<file path="config.mk">
export PLATFORM = sky130hd
export DESIGN_NAME = cq_seq
export DESIGN_NICKNAME = d
export VERILOG_FILES = /design/src/rtl/cq_pkg.sv /design/src/rtl/cq_queue.sv /design/src/rtl/cq_conv.sv /design/src/rtl/cq_seq.sv
export SDC_FILE = /design/constraint.sdc
export NUM_CORES = 1
export LEC_CHECK = 0
export ABC_CLOCK_PERIOD_IN_PS = 1600
export BUFFER_PORTS_ARGS = -buffer_cell sky130_fd_sc_hd__buf_4
export CAP_MARGIN = 20
export CORE_UTILIZATION = 40
export CTS_CLUSTER_DIAMETER = 120
export DETAILED_ROUTE_END_ITERATION = 12
export PLACE_DENSITY = 0.58
export SYNTH_ARGS = -nofsm -noshare
export SYNTH_HDL_FRONTEND = slang
export SYNTH_SLANG_ARGS = --single-unit
</file>
<file path="constraint.sdc">
create_clock -name clk -period 1.6 [get_ports clk]
set_input_delay 0.16 -clock clk [delete_from_list [all_inputs] [get_ports clk]]
set_output_delay 0.16 -clock clk [all_outputs]
set_load 0.005 [all_outputs]
</file>
<file path="src/rtl/cq_pkg.sv">
`timescale 1ns/1ps
package cq_pkg;
  typedef enum logic [2:0] {
    QS_IDLE    = 3'd0,
    QS_ACTIVE  = 3'd1,
    QS_PAUSED  = 3'd2,
    QS_PENDING = 3'd3,
    QS_SUSPEND = 3'd4
  } qstate_e;
endpackage

</file>
<file path="src/rtl/cq_queue.sv">
`timescale 1ns/1ps
// Per-queue state, word pointer, sub-queue start, overrun flag and completion pulse.
module cq_queue
  import cq_pkg::*;
#(
  parameter int AW   = 5,
  parameter int BASE = 0
) (
  input  logic          clk,
  input  logic          rst_n,
  input  logic          start_i,
  input  logic          pend_i,
  input  logic          susp_i,
  input  logic          wake_i,
  input  logic          adv_i,
  input  logic          adv_pause_i,
  input  logic          adv_eoq_i,
  input  logic          resume_sub_i,
  input  logic          ovr_set_i,
  input  logic          ovr_clr_i,
  output qstate_e       state_o,
  output logic [AW-1:0] ptr_o,
  output logic          ovr_o,
  output logic          cmpl_o
);
  localparam logic [AW-1:0] BASE_A = AW'(BASE);

  qstate_e       state_q;
  logic [AW-1:0] ptr_q, sub_q;
  logic          ovr_q, cmpl_q;

  always_ff @(posedge clk) begin
    if (!rst_n) begin
      state_q <= QS_IDLE;
      ptr_q   <= BASE_A;
      sub_q   <= BASE_A;
      ovr_q   <= 1'b0;
      cmpl_q  <= 1'b0;
    end else begin
      cmpl_q <= 1'b0;
      if (ovr_set_i)      ovr_q <= 1'b1;
      else if (ovr_clr_i) ovr_q <= 1'b0;

      if (adv_i) begin
        if (adv_eoq_i) begin
          state_q <= QS_IDLE;
          ptr_q   <= BASE_A;
          sub_q   <= BASE_A;
          cmpl_q  <= 1'b1;
        end else if (adv_pause_i) begin
          state_q <= QS_PAUSED;
          ptr_q   <= ptr_q + 1'b1;
          sub_q   <= ptr_q + 1'b1;
        end else begin
          ptr_q   <= ptr_q + 1'b1;
        end
      end else if (susp_i) begin
        state_q <= QS_SUSPEND;
        ptr_q   <= resume_sub_i ? sub_q : BASE_A;
      end else if (start_i || wake_i) begin
        state_q <= QS_ACTIVE;
      end else if (pend_i) begin
        state_q <= QS_PENDING;
      end
    end
  end

  assign state_o = state_q;
  assign ptr_o   = ptr_q;
  assign ovr_o   = ovr_q;
  assign cmpl_o  = cmpl_q;
endmodule

</file>
<file path="src/rtl/cq_conv.sv">
`timescale 1ns/1ps
// Single-outstanding conversion tracker: request, acceptance, done and abort.
module cq_conv (
  input  logic       clk,
  input  logic       rst_n,
  input  logic       req_i,
  input  logic       owner_i,
  input  logic       ccw_pause_i,
  input  logic       ccw_eoq_i,
  input  logic       preempt_i,
  output logic       conv_valid_o,
  input  logic       conv_ready_i,
  input  logic       conv_done_i,
  output logic       conv_abort_o,
  output logic [1:0] adv_o,
  output logic       adv_pause_o,
  output logic       adv_eoq_o
);
  logic busy_q, own_q, pause_q, eoq_q, abort_q;
  logic hs, done_ok;

  assign conv_valid_o = req_i && !busy_q;
  assign hs           = conv_valid_o && conv_ready_i;
  assign done_ok      = conv_done_i && busy_q && !(preempt_i && own_q);
  assign adv_o        = {done_ok && own_q, done_ok && !own_q};
  assign adv_pause_o  = pause_q;
  assign adv_eoq_o    = eoq_q;
  assign conv_abort_o = abort_q;

  always_ff @(posedge clk) begin
    if (!rst_n) begin
      busy_q  <= 1'b0;
      own_q   <= 1'b0;
      pause_q <= 1'b0;
      eoq_q   <= 1'b0;
      abort_q <= 1'b0;
    end else begin
      abort_q <= preempt_i && ((busy_q && own_q) || (hs && owner_i));
      if (preempt_i || done_ok) begin
        busy_q <= 1'b0;
      end else if (hs) begin
        busy_q  <= 1'b1;
        own_q   <= owner_i;
        pause_q <= ccw_pause_i;
        eoq_q   <= ccw_eoq_i;
      end
    end
  end
endmodule

</file>
<file path="src/rtl/cq_seq.sv">
`timescale 1ns/1ps
// Two-queue sequencer sharing one converter, queue 1 with strict priority.
module cq_seq
  import cq_pkg::*;
#(
  parameter int AW      = 5,
  parameter int CH_W    = 4,
  parameter int Q2_BASE = 16
) (
  input  logic            clk,
  input  logic            rst_n,
  input  logic            q1_trig_i,
  input  logic            q2_trig_i,
  input  logic            q2_resume_sub_i,
  input  logic            ovr_clr_i,
  output logic [AW-1:0]   ccw_addr_o,
  input  logic [CH_W+1:0] ccw_data_i,
  output logic            conv_valid_o,
  input  logic            conv_ready_i,
  output logic [CH_W-1:0] conv_chan_o,
  input  logic            conv_done_i,
  output logic            conv_abort_o,
  output logic [2:0]      q1_state_o,
  output logic [2:0]      q2_state_o,
  output logic            q1_ovr_o,
  output logic            q2_ovr_o,
  output logic            q1_cmpl_o,
  output logic            q2_cmpl_o
);
  localparam int NQ = 2;
  localparam int PAUSE_BIT = CH_W;
  localparam int EOQ_BIT   = CH_W + 1;

  qstate_e       st  [NQ];
  logic [AW-1:0] ptr [NQ];
  logic [NQ-1:0] act, idl, start_v, pend_v, susp_v, wake_v, ovr_set_v, ovr_v, cmpl_v, adv_v, resume_v;
  logic          adv_pause, adv_eoq, q1_leave, q1_busy_nx, preempt;

  for (genvar g = 0; g < NQ; g++) begin : g_q
    assign act[g] = (st[g] == QS_ACTIVE);
    assign idl[g] = (st[g] == QS_IDLE) || (st[g] == QS_PAUSED);
    cq_queue #(.AW(AW), .BASE(g == 0 ? 0 : Q2_BASE)) u_q (
      .clk(clk), .rst_n(rst_n),
      .start_i(start_v[g]), .pend_i(pend_v[g]), .susp_i(susp_v[g]), .wake_i(wake_v[g]),
      .adv_i(adv_v[g]), .adv_pause_i(adv_pause), .adv_eoq_i(adv_eoq),
      .resume_sub_i(resume_v[g]), .ovr_set_i(ovr_set_v[g]), .ovr_clr_i(ovr_clr_i),
      .state_o(st[g]), .ptr_o(ptr[g]), .ovr_o(ovr_v[g]), .cmpl_o(cmpl_v[g])
    );
  end

  // Arbitration between the two queues
  always_comb begin
    q1_leave   = adv_v[0] && (adv_pause || adv_eoq);
    start_v    = '0;
    pend_v     = '0;
    susp_v     = '0;
    wake_v     = '0;
    ovr_set_v  = '0;
    start_v[0] = q1_trig_i && idl[0];
    ovr_set_v[0] = q1_trig_i && !idl[0];
    q1_busy_nx = (act[0] && !q1_leave) || start_v[0];
    start_v[1] = q2_trig_i && idl[1] && !q1_busy_nx;
    pend_v[1]  = q2_trig_i && idl[1] && q1_busy_nx;
    ovr_set_v[1] = q2_trig_i && !idl[1];
    susp_v[1]  = start_v[0] && act[1];
    wake_v[1]  = q1_leave && ((st[1] == QS_PENDING) || (st[1] == QS_SUSPEND));
    preempt    = susp_v[1];
  end

  assign resume_v    = {q2_resume_sub_i, 1'b0};
  assign ccw_addr_o  = act[0] ? ptr[0] : ptr[1];
  assign conv_chan_o = ccw_data_i[CH_W-1:0];

  cq_conv u_conv (
    .clk(clk), .rst_n(rst_n),
    .req_i(|act), .owner_i(!act[0]),
    .ccw_pause_i(ccw_data_i[PAUSE_BIT]), .ccw_eoq_i(ccw_data_i[EOQ_BIT]),
    .preempt_i(preempt),
    .conv_valid_o(conv_valid_o), .conv_ready_i(conv_ready_i),
    .conv_done_i(conv_done_i), .conv_abort_o(conv_abort_o),
    .adv_o(adv_v), .adv_pause_o(adv_pause), .adv_eoq_o(adv_eoq)
  );

  assign q1_state_o = st[0];
  assign q2_state_o = st[1];
  assign q1_ovr_o   = ovr_v[0];
  assign q2_ovr_o   = ovr_v[1];
  assign q1_cmpl_o  = cmpl_v[0];
  assign q2_cmpl_o  = cmpl_v[1];
endmodule

</file>
==> impl_metrics.py <==
metrics = {
    "run_status": {
        "run_status": "finished, final reports clean",
    },
    "setup_path": {
        "worstReg2RegEnd": "g_q[1].u_q.state_o[1]",
        "path_max_fanout": 5,
        "worst_ep_required_time_ns": 1.44,
        "slack_of_the_worst_reg_to_reg_path_ns": 0.10,
        "worst-setup-path-type": "reg2out",
        "arrival_ns": 1.38,
        "crit_path_start_kind": "flip-flop",
        "kind_of_capture_point_of_the_worst_setup_path": "output pin",
        "r2r-start": "g_q[1].u_q.state_o[2]",
        "ff2ff_path_depth": 4,
    },
    "sta": {
        "rsz0062_at_grt": "no",
        "fin_tns_setup_ns": 0,
        "hold_viol_final": 0,
        "portion_of_the_clock_cycle_consumed_by_the_worst_path_in_the_final_layout_pct": 96.6,
        "fmax_mhz": 647,
        "clock-skew-final_ns": 0.00592,
        "setup-violations-final": 0,
        "maxSlewViolCount": 0,
        "final_period_minus_worst_setup_slack_ns": 1.54,
    },
    "pwr": {
        "finalPower_w": 0.00180,
        "power_density_mw_per_mm2": 893,
        "power.ir.vdd_worst_v": 0.000665,
        "power.leakage_nw": 0.852,
    },
    "layout": {
        "final_core_utilization_pct": 53.1,
        "post_layout_nonfiller_instances": 274,
        "finish.net_count": 242,
        "layout-drive-gt1-share_pct": 32.3,
        "area.sequential_sq_um": 587,
        "num-fill-cells": 366,
        "syn2layout_area_growth_pct": 23.5,
        "diodes": 0,
        "combined_area_of_the_multi_input_logic_cells_sq_um": 971,
        "finish.instance_area_sq_mm": 0.00202,
    },
    "drt": {
        "drt-initial-drc-count": 64,
        "post_drt_wl_per_cell_um": 14.4,
        "routed_via_density": 5.51,
        "drt-total-wl_um": 3950,
        "via_count": 1509,
        "drt-pass1-iter-count": 5,
        "antenna_violating_nets_left": 0,
        "route.detailed.drc": 0,
    },
    "grt": {
        "grt_pass1_vias": 1416,
        "antenna_found_initial": 0,
        "grt-ovfl-total": 0,
        "grt_max_degree": 13,
        "grt_util_all_layers_pct": 19.9,
        "grt_first_pass_wirelength_um": 6470,
    },
    "hold_path": {
        "min_delay_path_depth": 2,
        "min_path_type": "in2reg",
        "worstHoldEndpoint": "g_q[1].u_q.ptr_o[4]",
        "min-delay-start": "rst_n",
    },
    "floorplanning": {
        "top_level_ports": 35,
        "core_region_area_sq_mm": 0.00380,
        "dieWidth_um": 65.9,
        "dieHeight_um": 65.9,
        "row_count": 22,
        "start_util_pct": 43.0,
        "die_area_sq_mm": 0.00434,
    },
    "placement": {
        "place_hpwl_um": 2900,
        "post-place-cells": 266,
        "place_congestion": 0.885,
        "postPlaceCellArea_sq_mm": 0.00191,
        "port_buffers": 25,
    },
    "synth": {
        "synth.largest_area_cell": "sky130_fd_sc_hd__dfxtp_1",
        "synth_seq_area_share_pct": 35.6,
        "ys_top_cells_by_area": "sky130_fd_sc_hd__dfxtp_1, sky130_fd_sc_hd__a21oi_1, sky130_fd_sc_hd__nor2_1, sky130_fd_sc_hd__nand2_1, sky130_fd_sc_hd__mux2_2",
        "synth.avg_cell_area_sq_um": 8.45,
        "synthArstFlopShare_pct": 0,
        "synthesis.yosys.warnings": 0,
        "post_synthesis_net_count": 209,
        "postSynthRegisterBits": 29,
        "syn_inst": 193,
        "synthDominantCellAreaShare_pct": 35.6,
        "edff_count_synth": 0,
        "synthDistinctLibCells": 53,
        "postSynth.topFlopCell": "sky130_fd_sc_hd__dfxtp_1",
        "mappedNetlistArea_sq_mm": 0.00163,
    },
    "clocking": {
        "root_buffer": "sky130_fd_sc_hd__clkbuf_8",
        "max-clock-path-buffers": 2,
        "level_count_of_the_clock_h_tree": 2,
        "tritoncts": "done",
        "numCtsBuffers": 5,
        "cts.clk_slew.worst_paths_ns": 0.06,
        "clk-insertion-delay-late_ns": 0.28,
        "cts.sink_count": 29,
    },
    "job": {
        "cap_viol_max_count": 0,
    },
}
-- how the worst max path moves through the flow --
stage | startpoint | end | cells after the start
finish | g_q[0].u_q.state_o[0] | ccw_addr_o[1] | 4
global route | g_q[0].u_q.state_o[0] | g_q[1].u_q.ptr_o[2] | 5
CTS | g_q[0].u_q.state_o[0] | ccw_addr_o[1] | 4
detailed placement | g_q[1].u_q.state_o[0] | u_conv.own_q | 4
global placement | g_q[1].u_q.state_o[0] | g_q[1].u_q.cmpl_o | 4
floorplan | g_q[1].u_q.state_o[0] | g_q[1].u_q.state_o[1] | 4
-- Yosys cell counts (2+ instances only) --
library cell	number
sky130_fd_sc_hd__dfxtp_1	29
sky130_fd_sc_hd__nor2_1	21
sky130_fd_sc_hd__nand2_1	19
sky130_fd_sc_hd__a21oi_1	16
sky130_fd_sc_hd__nor2b_1	8
sky130_fd_sc_hd__o21ai_0	8
sky130_fd_sc_hd__mux2_2	6
sky130_fd_sc_hd__nand3_1	6
sky130_fd_sc_hd__buf_2	5
sky130_fd_sc_hd__buf_4	5
sky130_fd_sc_hd__mux2i_1	5
sky130_fd_sc_hd__nor3b_1	4
sky130_fd_sc_hd__and3_1	3
sky130_fd_sc_hd__clkbuf_1	3
sky130_fd_sc_hd__inv_1	3
sky130_fd_sc_hd__nand3b_1	3
sky130_fd_sc_hd__nor3_1	3
sky130_fd_sc_hd__or3_1	3
sky130_fd_sc_hd__a21o_1	2
sky130_fd_sc_hd__a311oi_1	2
sky130_fd_sc_hd__ha_1	2
sky130_fd_sc_hd__nand2b_1	2
sky130_fd_sc_hd__nor3b_4	2
sky130_fd_sc_hd__o211ai_1	2
sky130_fd_sc_hd__o21ai_2	2
sky130_fd_sc_hd__or3b_4	2
-- critical path: stages (launching register included) --
cell	delay, ns
sky130_fd_sc_hd__dfxtp_4	0.35
sky130_fd_sc_hd__nor2b_4	0.14
sky130_fd_sc_hd__buf_4	0.15
sky130_fd_sc_hd__mux2_2	0.34
sky130_fd_sc_hd__buf_4	0.13
-- flip-flops by register name (all words and copies together), names as in the netlist --
register             flops
g_q.u_q.sub_q            5
g_q.u_q.ptr_o           10
g_q.u_q.state_o          5
g_q.u_q.cmpl_o           2
u_conv.adv_pause_o       1
g_q.u_q.ovr_o            2
u_conv.conv_abort_o      1
u_conv.own_q             1
u_conv.adv_eoq_o         1
u_conv.busy_q            1
-- placed cells by master (no fill, tap or decap), types with 3 or more instances in the layout --
master                     Yosys  final
sky130_fd_sc_hd__nand2_1      19     19
sky130_fd_sc_hd__clkbuf_8      0      6
sky130_fd_sc_hd__inv_1         3      3
sky130_fd_sc_hd__nor3_1        3      3
sky130_fd_sc_hd__dfxtp_1      29     26
sky130_fd_sc_hd__mux2_2        6      6
sky130_fd_sc_hd__nor3b_1       4      4
sky130_fd_sc_hd__o21ai_0       8      8
sky130_fd_sc_hd__nor2_1       21     21
sky130_fd_sc_hd__buf_4         5     40
sky130_fd_sc_hd__or3_1         3      3
sky130_fd_sc_hd__nor2b_1       8      7
sky130_fd_sc_hd__mux2i_1       5      5
sky130_fd_sc_hd__nand3_1       6      6
sky130_fd_sc_hd__a21oi_1      16     16
sky130_fd_sc_hd__nand3b_1      3      3
-- report_power, final --
group          internal [W]  switching [W]
combinational      0.000196       0.000180
clock              0.000341       0.000275
sequential         0.000759      0.0000488
-- area by class of cell --
| type | instances | share of cell area, % |
|---|---|---|
| clock buffers | 7 | 4.28 |
| multi-input cells | 147 | 48.2 |
| inverters | 3 | 0.559 |
| flip-flops and latches | 29 | 29.1 |
| repair buffers | 40 | 14.9 |
| well taps | 48 | 2.98 |
-- cells by family after synthesis --
family                   after synthesis  synth area share (%)
buffers and inverters                 17                  5.44
adder cells (fa/ha/maj)                2                  1.53
XOR/XNOR                               1                 0.537
AND/OR/NAND/NOR                       85                  30.2
other                                  1                 0.230
multiplexers                          11                  7.21
flip-flops                            29                  35.6
AO/OA/AOI/OAI                         47                  19.3
-- per-stage QoR --
stage	setup slack, ns	hold slack [ns]
after CTS	0.00612	0.114
final	0.0552	0.115
after floorplan	0.182	0.300
after global placement	0.121	0.320
after detailed placement	0.0830	0.320
after global routing	0.0105	0.116
-- metal layers --
metal / vias up / routed length [um] / global-route usage, %
met4: 0 / 83 / 10.1
met3: 9 / 151 / 4.31
met1: 725 / 1940 / 26.1
met5: - / 0 / 0
met2: 28 / 1780 / 30.2
li1: 747 / - / -
-- timing repair --
action	4_1_cts	5_1_grt
gates resized for setup	4	3
endpoints found under the setup margin	5	9
setup buffers	0	1
gates cloned	0	0
hold buffers	0	0
Note: power is estimated with default switching activity, not from simulation.
